===== src/rtl/xtc_pkg.sv =====
package xtc_pkg;
  typedef enum logic [1:0] {
    MODE_FREE     = 2'd0,
    MODE_TRIG     = 2'd1,
    MODE_TRIG_CHG = 2'd2,
    MODE_HOLD     = 2'd3
  } xtc_mode_e;
endpackage


===== src/rtl/xtc_trig_sync.sv =====
module xtc_trig_sync #(
  parameter int SYNC_STAGES = 2
) (
  input  logic clk,
  input  logic rst,
  input  logic pin_i,
  input  logic pol_i,
  input  logic en_i,
  output logic hit_o
);
  localparam int LAST = SYNC_STAGES - 1;

  logic [SYNC_STAGES-1:0] stage_q;
  logic                   prev_q;
  logic                   rise, fall;

  genvar g;
  generate
    for (g = 0; g < SYNC_STAGES; g++) begin : g_stage
      if (g == 0) begin : g_first
        always_ff @(posedge clk) begin
          if (rst) stage_q[g] <= 1'b0;
          else     stage_q[g] <= pin_i;
        end
      end else begin : g_next
        always_ff @(posedge clk) begin
          if (rst) stage_q[g] <= 1'b0;
          else     stage_q[g] <= stage_q[g-1];
        end
      end
    end
  endgenerate

  always_ff @(posedge clk) begin
    if (rst) prev_q <= 1'b0;
    else     prev_q <= stage_q[LAST];
  end

  assign rise  = stage_q[LAST] & ~prev_q;
  assign fall  = ~stage_q[LAST] & prev_q;
  assign hit_o = en_i & (pol_i ? fall : rise);
endmodule


===== src/rtl/xtc_chg_det.sv =====
module xtc_chg_det #(
  parameter int DATA_W = 16
) (
  input  logic              clk,
  input  logic              rst,
  input  logic [DATA_W-1:0] data_i,
  input  logic              load_i,
  output logic              changed_o
);
  logic [DATA_W-1:0] last_q;

  always_ff @(posedge clk) begin
    if (rst)         last_q <= '0;
    else if (load_i) last_q <= data_i;
  end

  assign changed_o = (data_i != last_q);
endmodule


===== src/rtl/xtc_start_arb.sv =====
module xtc_start_arb
  import xtc_pkg::*;
(
  input  logic      clk,
  input  logic      rst,
  input  xtc_mode_e mode_i,
  input  logic      hit_i,
  input  logic      changed_i,
  input  logic      busy_i,
  input  logic      chain_en_i,
  input  logic      is_master_i,
  input  logic      alt_src_i,
  output logic      fire_o,
  output logic      start_o,
  output logic      fwd_o,
  output logic      err_o
);
  logic pend_q, start_q, fwd_q, err_q;
  logic req, bad_cfg;

  always_comb begin
    unique case (mode_i)
      MODE_FREE:     req = 1'b1;
      MODE_TRIG:     req = hit_i;
      MODE_TRIG_CHG: req = hit_i | changed_i;
      default:       req = 1'b0;
    endcase
  end

  assign bad_cfg = chain_en_i & alt_src_i;
  assign fire_o  = (pend_q | req) & ~busy_i & ~bad_cfg & ~start_q;

  always_ff @(posedge clk) begin
    if (rst) begin
      pend_q  <= 1'b0;
      start_q <= 1'b0;
      fwd_q   <= 1'b0;
      err_q   <= 1'b0;
    end else begin
      start_q <= fire_o;
      fwd_q   <= hit_i & chain_en_i & ~is_master_i;
      err_q   <= bad_cfg;
      if (fire_o || bad_cfg) pend_q <= 1'b0;
      else if (req)          pend_q <= 1'b1;
    end
  end

  assign start_o = start_q;
  assign fwd_o   = fwd_q;
  assign err_o   = err_q;
endmodule


===== src/rtl/xtc_trig_ctrl.sv =====
module xtc_trig_ctrl
  import xtc_pkg::*;
#(
  parameter int DATA_W      = 16,
  parameter int SYNC_STAGES = 2
) (
  input  logic              clk,
  input  logic              rst,
  input  logic [DATA_W-1:0] data_i,
  input  logic              trig_pin_i,
  input  logic              cfg_trig_pol_i,
  input  logic              cfg_trig_en_i,
  input  logic [1:0]        cfg_mode_i,
  input  logic              cfg_chain_en_i,
  input  logic              cfg_is_master_i,
  input  logic              cfg_alt_src_i,
  input  logic              eng_busy_i,
  output logic              start_o,
  output logic              fwd_trig_o,
  output logic              cfg_err_o
);
  logic hit, changed, fire;

  xtc_trig_sync #(.SYNC_STAGES(SYNC_STAGES)) u_sync (
    .clk   (clk),
    .rst   (rst),
    .pin_i (trig_pin_i),
    .pol_i (cfg_trig_pol_i),
    .en_i  (cfg_trig_en_i),
    .hit_o (hit)
  );

  xtc_chg_det #(.DATA_W(DATA_W)) u_chg (
    .clk       (clk),
    .rst       (rst),
    .data_i    (data_i),
    .load_i    (fire),
    .changed_o (changed)
  );

  xtc_start_arb u_arb (
    .clk         (clk),
    .rst         (rst),
    .mode_i      (xtc_mode_e'(cfg_mode_i)),
    .hit_i       (hit),
    .changed_i   (changed),
    .busy_i      (eng_busy_i),
    .chain_en_i  (cfg_chain_en_i),
    .is_master_i (cfg_is_master_i),
    .alt_src_i   (cfg_alt_src_i),
    .fire_o      (fire),
    .start_o     (start_o),
    .fwd_o       (fwd_trig_o),
    .err_o       (cfg_err_o)
  );
endmodule


===== config.mk =====
export PLATFORM = sky130hd
export DESIGN_NAME = xtc_trig_ctrl
export DESIGN_NICKNAME = d
export VERILOG_FILES = /design/src/rtl/xtc_pkg.sv /design/src/rtl/xtc_trig_sync.sv /design/src/rtl/xtc_chg_det.sv /design/src/rtl/xtc_start_arb.sv /design/src/rtl/xtc_trig_ctrl.sv
export SDC_FILE = /design/constraint.sdc
export NUM_CORES = 1
export LEC_CHECK = 0
export ABC_AREA = 1
export BUFFER_PORTS_ARGS = -buffer_cell sky130_fd_sc_hd__buf_2
export CELL_PAD_IN_SITES_DETAIL_PLACEMENT = 0
export CELL_PAD_IN_SITES_GLOBAL_PLACEMENT = 2
export CORE_AREA = 2 2 72 74
export DETAILED_ROUTE_END_ITERATION = 7
export DIE_AREA = 0 0 74 76
export PLACE_DENSITY = 0.73
export SLEW_MARGIN = 20
export SYNTH_ARGS = -nofsm -noshare
export SYNTH_HDL_FRONTEND = slang
export SYNTH_SLANG_ARGS = --single-unit

===== constraint.sdc =====
create_clock -name clk -period 1.6 [get_ports clk]
set_clock_uncertainty 0.05 [all_clocks]
set_input_delay 0.08 -clock clk [delete_from_list [all_inputs] [get_ports clk]]
set_output_delay 0.08 -clock clk [all_outputs]
set_load 0.01 [all_outputs]

==> results of run 1 <==
timing repair:
action | in CTS | in global routing
setup endpoints to repair | 0 | 16
gates resized for setup | 0 | 16
hold buffers | 5 | 0
setup buffers | 0 | 2
endpoints found under the hold margin | 6 | 0
logic make-up after synthesis:
| kind of cell | count (synthesis) | synth area share [%] |
|---|---|---|
| simple gates | 119 | 41.0 |
| buf+inv | 44 | 14.5 |
| flops | 23 | 34.8 |
| compound gates | 18 | 7.09 |
| xor+xnor | 4 | 2.65 |
cell type report:
cell class	count	area share, %
Tap cell	70	5.05
Multi-Input combinational cell	141	39.9
Inverter	37	8.01
Sequential cell	23	27.2
Timing Repair Buffer	42	17.2
Clock buffer	4	2.60
worst max path at each step:
stage	start	end	slack, ns	cells after the start
final	u_chg.last_q[14]$_SDFFE_PP0P_	u_chg.last_q[2]$_SDFFE_PP0P_	0.05	12
after global routing	u_chg.last_q[15]$_SDFFE_PP0P_	u_chg.last_q[14]$_SDFFE_PP0P_	-0.04	13
after CTS	u_chg.last_q[14]$_SDFFE_PP0P_	u_chg.last_q[7]$_SDFFE_PP0P_	0.02	12
after detailed placement	u_chg.last_q[10]$_SDFFE_PP0P_	u_chg.last_q[7]$_SDFFE_PP0P_	0.03	12
after global placement	u_chg.last_q[10]$_SDFFE_PP0P_	u_chg.last_q[4]$_SDFFE_PP0P_	0.06	12
after floorplan	u_chg.last_q[2]$_SDFFE_PP0P_	u_chg.last_q[4]$_SDFFE_PP0P_	0.25	12
metrics by stage:
| step | instance area [µm²] | utilization, % | worst slack, ns |
|---|---|---|---|
| floorplan | 1320 | - | 0.249 |
| finish | 1730 | 35.3 | 0.0541 |
| global route | 1730 | 35.3 | -0.0438 |
| detailed placement | 1570 | 31.9 | 0.0325 |
| CTS | 1660 | 33.8 | 0.0213 |
| global placement | 1570 | 31.9 | 0.0550 |
per-layer routing:
| metal | share of wire, % | GRT usage [%] | up-vias |
|---|---|---|---|
| met5 | 0 | 0 | - |
| met4 | 0.58 | 1.64 | 0 |
| met3 | 3.1 | 3.17 | 2 |
| met2 | 49 | 18.0 | 13 |
| met1 | 47 | 12.5 | 526 |
| li1 | - | - | 699 |
sequential cells by signal (all words and copies together) (netlist names):
signal	count
u_chg.last_q	16
u_sync.stage_q	2
u_arb.err_o	1
u_arb.fwd_o	1
u_arb.pend_q	1
u_arb.start_o	1
u_sync.prev_q	1
report_power, final:
part           switching (W)  leakage [nW]  internal, W
Clock               0.000186        0.0228     0.000178
Sequential         0.0000266         0.193     0.000618
Combinational       0.000178         0.660     0.000155
Total               0.000390         0.875     0.000950
worst min-delay path: cells and delay by family:
family	cells	cell delay, ns
buf+inv	1	0.08
simple gates	2	0.14
layout by cell type (no fill, tap or decap), types with 2 or more instances in the layout:
cell type      synthesis  final
nand2_1               64     64
inv_1                 35     34
nor2_1                33     31
buf_2                  3     29
dfxtp_1               23     14
a21oi_1               17     13
nand3_2               12     12
dfxtp_2                0      9
nand3_1                6      6
a21oi_2                1      5
dlygate4sd3_1          0      5
buf_4                  0      5
xnor2_1                4      4
nor2_2                 1      3
clkbuf_8               0      3
inv_2                  1      2
buf_12                 0      2
==> summary.txt, run 1 <==
Critical path
  • CP arrival: 1.66 ns
  • CP endpoint kind: flop
  • Reg2Reg Capture Point: u_chg.last_q[2]$_SDFFE_PP0P_
  • Crit path launch type: flop
  • Worst path cell trace: inv_1, nand2_1, nand2_1, nor2_1, nand2_1, nor2_1, nand3_1, nand2_2, nand2_4, clkbuf_16, a21oi_1, nor2_1
  • Req. time, crit path: 1.71 ns
  • Crit-path max FO: 13
  • Sum of buffers and inverters on the critical path: 2
  • Slowest-stage cell, CP: dfxtp_2
  • Reg2Reg Depth: 12
  • Crit path kind: flop to flop
  • Delay-heaviest family, CP: simple AND/OR/NAND/NOR gates
  • Worst path max stage delay: 0.34 ns
  • R2R setup slack: 0.05 ns
  • RR Startpoint: u_chg.last_q[14]$_SDFFE_PP0P_

Floorplanning
  • Core Area: 0.00491 mm²
  • Starting Density: 26.9%
  • Die Footprint: 0.00562 mm²
  • Die outline height: 76 µm
  • # rows: 26
  • Chip width: 74 µm
  • Boundary Pins: 30

GRT
  • Total gr overflow: 0
  • Largest net degree at the start of global routing: 27
  • Initial antenna violation count: 0
  • GRT Util Overall: 10.4%
  • First-pass GRT wire length: 4590 µm
  • Vias in the first global route: 1,075

Finish
  • Post-Layout Cell Count: 317
  • Antenna diode count: 0
  • Share of cells above drive strength 1: 29.6%
  • FF+latch area: 472 µm²
  • Nets@finish: 275
  • Fillers: 540
  • Multi-input gate area: 692 µm²
  • Area grow syn2layout: 30.9%

Timing
  • Final hold vios: 0
  • Setup TNS: 0 ns
  • Setup violations, final: 0
  • Fmax: 647 MHz
  • RSZ-0062 raised after global routing: yes
  • Tmin final: 1.55 ns
  • Max_slew headroom: 86.2%
  • Slew @ Worst Pin: 0.207 ns
  • WHS: 0.0121 ns
  • Max Slew Vio Count: 0
  • Final period util: 96.6%

Drt
  • Routed via count: 1,240
  • Final WL: 2920 µm
  • Routed Antenna Nets: 0
  • Initial drt markers: 35
  • DRT Pass-1 Iters: 4
  • Via density: 3.91
  • Wirelength per Cell: 9.21 µm
  • Residual DRC: 0

Yosys
  • Synthesized area: 0.00132 mm²
  • Synth area leader: dfxtp_1
  • Yosys cell types: 18
  • Mapped Avg Cell Area: 6.36 µm²
  • Most common flop cell mapped by yosys: dfxtp_1
  • Top-count cell post-synth: nand2_1
  • Seq/Total Area, Yosys: 34.8%
  • Synth async-reset ratio: 0%
  • Synth warn: 0
  • Top cell type's share of synthesized area: 34.8%
  • #FFs+latches synth: 23
  • Commonest cells in the synthesized netlist: nand2_1 (64), inv_1 (35), nor2_1 (33), dfxtp_1 (23), a21oi_1 (17)
  • Mapped Nets: 235
  • EDFF count, synth: 0
  • Synth top area cells: dfxtp_1 (35%), nand2_1 (18%), inv_1 (9.9%), nor2_1 (9.4%), nand3_2 (9.1%)
  • Syn Inst Count: 208

Clock tree
  • TritonCTS clock tree: yes
  • Worst skew pair latency: 0.26 ns
  • # H-tree levels: 1
  • Clock Tree Buf Depth: 2
  • Reg clk slew, reported paths: 0.08 ns
  • Number of clock sinks: 23
  • CTS Buf Count: 3
  • Clk root buf: clkbuf_8

Outcome
  • Status: complete, no violations

Power
  • Worst IR Drop VDD: 0.497 mV
  • Total power: 0.00134 W
  • Leakage: 0.875 nW
  • Cell Pwr Density: 774 mW/mm²

Placed design
  • Port Buffers: 29
  • Final GP Congestion: 0.655
  • Placed cells: 305
  • HPWL after DPL: 2080 µm

Hold path
  • Hold Path Stages: 3
  • Min-delay src: eng_busy_i
  • Min-delay worst type: input pin to flop
  • Worst Hold Endpoint: u_arb.pend_q$_SDFFE_PP0P_

Job
  • Max cap viols: 0
Power figures use the tool's default switching activity.
==> inputs of run 2 (changes only) <==
GPL_TIMING_DRIVEN = 1   (was unset)
SETUP_SLACK_MARGIN = 0.3   (was unset)
==> summary.txt, run 2 (synthesis gave the netlist of run 1 again) <==
Outcome
  • Status: complete, no violations

Power
  • Total power: 0.00137 W
  • Gate power share: 25.6%
  • Worst IR Drop VDD: 0.300 mV
  • Leakage: 0.880 nW
  • Sequential power share: 47.3%
  • Internal power: 0.000963 W
  • Psw: 0.000406 W
  • Clock share of power: 27.1%
  • Cell Pwr Density: 772 mW/mm²
  • Switching share of power: 29.7%

Clock tree
  • CTS Buf Count: 3
  • Clk root buf: clkbuf_8
  • Reg clk slew, reported paths: 0.09 ns
  • Number of clock sinks: 23
  • Clock Tree Buf Depth: 2
  • TritonCTS clock tree: yes
  • Worst skew pair latency: 0.26 ns
  • # H-tree levels: 1
  • Post-CTS setup buffers: 0

Hold path
  • Min-delay worst type: input pin to flop
  • Min-delay src: eng_busy_i

Floorplanning
  • # rows: 26
  • Die Footprint: 0.00562 mm²
  • Starting Density: 26.9%
  • Chip width: 74 µm
  • Core Area: 0.00491 mm²
  • Die outline height: 76 µm
  • Boundary Pins: 30

Finish
  • Share of cells above drive strength 1: 33.7%
  • Most frequent cells in the layout: nand2_1 (64), inv_1 (34), nor2_1 (29)
  • Max FFs per register: 16
  • Nets@finish: 274
  • Antenna diode count: 0
  • Leading cell type in the layout, fill and taps excluded: nand2_1
  • Final core occ: 36.1%
  • Post-Layout Cell Count: 316
  • Largest reg by FF count: u_chg.last_q
  • Largest registers: u_chg.last_q (16), u_sync.stage_q (2)
  • Area grow syn2layout: 33.9%

Placed design
  • Worst slack, placed: 0.0477 ns
  • Placed cells: 307
  • HPWL after DPL: 2080 µm
  • Port Buffers: 29
  • Final GP Congestion: 0.664

Drt
  • Routed via count: 1,260
  • Initial drt markers: 45
  • DRT Pass-1 Iters: 4
  • Routed Antenna Nets: 0
  • Wirelength per Cell: 9.29 µm
  • Final WL: 2940 µm
  • Residual DRC: 0
  • Via density: 3.99

Timing
  • Max Slew Vio Count: 0
  • Final hold vios: 0
  • Setup TNS: 0 ns
  • Tmin final: 1.53 ns
  • Final setup margin: 0.0739 ns
  • Fmax: 655 MHz
  • Slew @ Worst Pin: 0.200 ns
  • RSZ-0062 raised after global routing: yes
  • Final period util: 95.4%
  • Setup violations, final: 0
  • Max_slew headroom: 86.6%

Critical path
  • CP endpoint kind: flop
  • Setup crit start: u_chg.last_q[0]$_SDFFE_PP0P_
  • RR Startpoint: u_chg.last_q[0]$_SDFFE_PP0P_
  • Crit path launch type: flop
  • CP arrival: 1.64 ns
  • Crit path kind: flop to flop
  • Crit-path max FO: 10
  • R2R setup slack: 0.07 ns
  • Req. time, crit path: 1.71 ns

GRT
  • Largest net degree at the start of global routing: 34
  • Vias in the first global route: 1,116
  • Initial antenna violation count: 0
  • Total gr overflow: 0
  • First-pass GRT wire length: 4830 µm
  • GRT Util Overall: 10.7%

Job
  • Max cap viols: 0
[run 2: changes by cell type in the layout (fill, tap and decap cells not counted), moves of 2 or more]
cell / before / now
dfxtp_2: 9 / 11
a21oi_2: 5 / 10
nor2_1: 31 / 29
dfxtp_1: 14 / 12
a21oi_1: 13 / 8
nor2_2: 3 / 5
[run 2: worst max-delay path: stages (launching register included)]
cell and delay (ns):
dfxtp_2 0.34, inv_1 0.04, nand2_1 0.04, nand2_1 0.05, nor2_2 0.12, nand2_1 0.06, nor2_1 0.11, nand3_1 0.09
nand2_2 0.09, nand2_4 0.08, clkbuf_16 0.18, a21oi_2 0.11, nor2_1 0.05
[run 2: power by group through the flow]
stage	registers, W	logic [W]	clock network (W)
4_1_cts	0.000645	0.000331	0.000385
2_1_floorplan	0.000654	0.000215	0
3_5_place_dp	0.000658	0.000319	0
3_3_place_gp	0.000658	0.000320	0
5_1_grt	0.000653	0.000400	0.000409
6_report	0.000647	0.000351	0.000371
[run 2: per-layer routing]
layer / global-route usage (%) / routed length (µm) / up-vias
li1: - / - / 698
met1: 14.8 / 1480 / 546
met2: 16.8 / 1340 / 14
met3: 2.25 / 101 / 2
met4: 2.73 / 12 / 0
met5: 0 / 0 / -
[run 2: area by class of cell]
| class | instances | area [µm²] |
|---|---|---|
| Clock buffer | 4 | 45.0 |
| Inverter | 37 | 139 |
| Fill cell | 571 | 3140 |
| Tap cell | 70 | 87.6 |
| Timing Repair Buffer | 41 | 307 |
| Multi-Input combinational cell | 141 | 721 |
| Sequential cell | 23 | 474 |
[run 2: through the flow]
step	hold WS, ns	instance area, µm²
2_1_floorplan	0.101	1340
3_3_place_gp	0.199	1610
3_5_place_dp	0.199	1610
4_1_cts	0.0298	1710
5_1_grt	0.0454	1770
6_report	0.0363	1770
[run 2: path summary, 6_finish.rpt]
kind	to	cells after the start
setup reg to reg	u_chg.last_q[11]$_SDFFE_PP0P_	12
setup / recovery	u_chg.last_q[11]$_SDFFE_PP0P_	12
hold reg to reg	u_sync.stage_q[1]$_SDFF_PP0_	2
hold / removal	u_arb.pend_q$_SDFFE_PP0P_	3
[run 2: repair_timing]
item | in CTS | in global routing
gates resized for setup | 2 | 15
pin swaps | 0 | 2
gates cloned | 0 | 1
hold endpoints to repair | 6 | 0
endpoints found under the setup margin | 18 | 20
hold buffers | 5 | 0
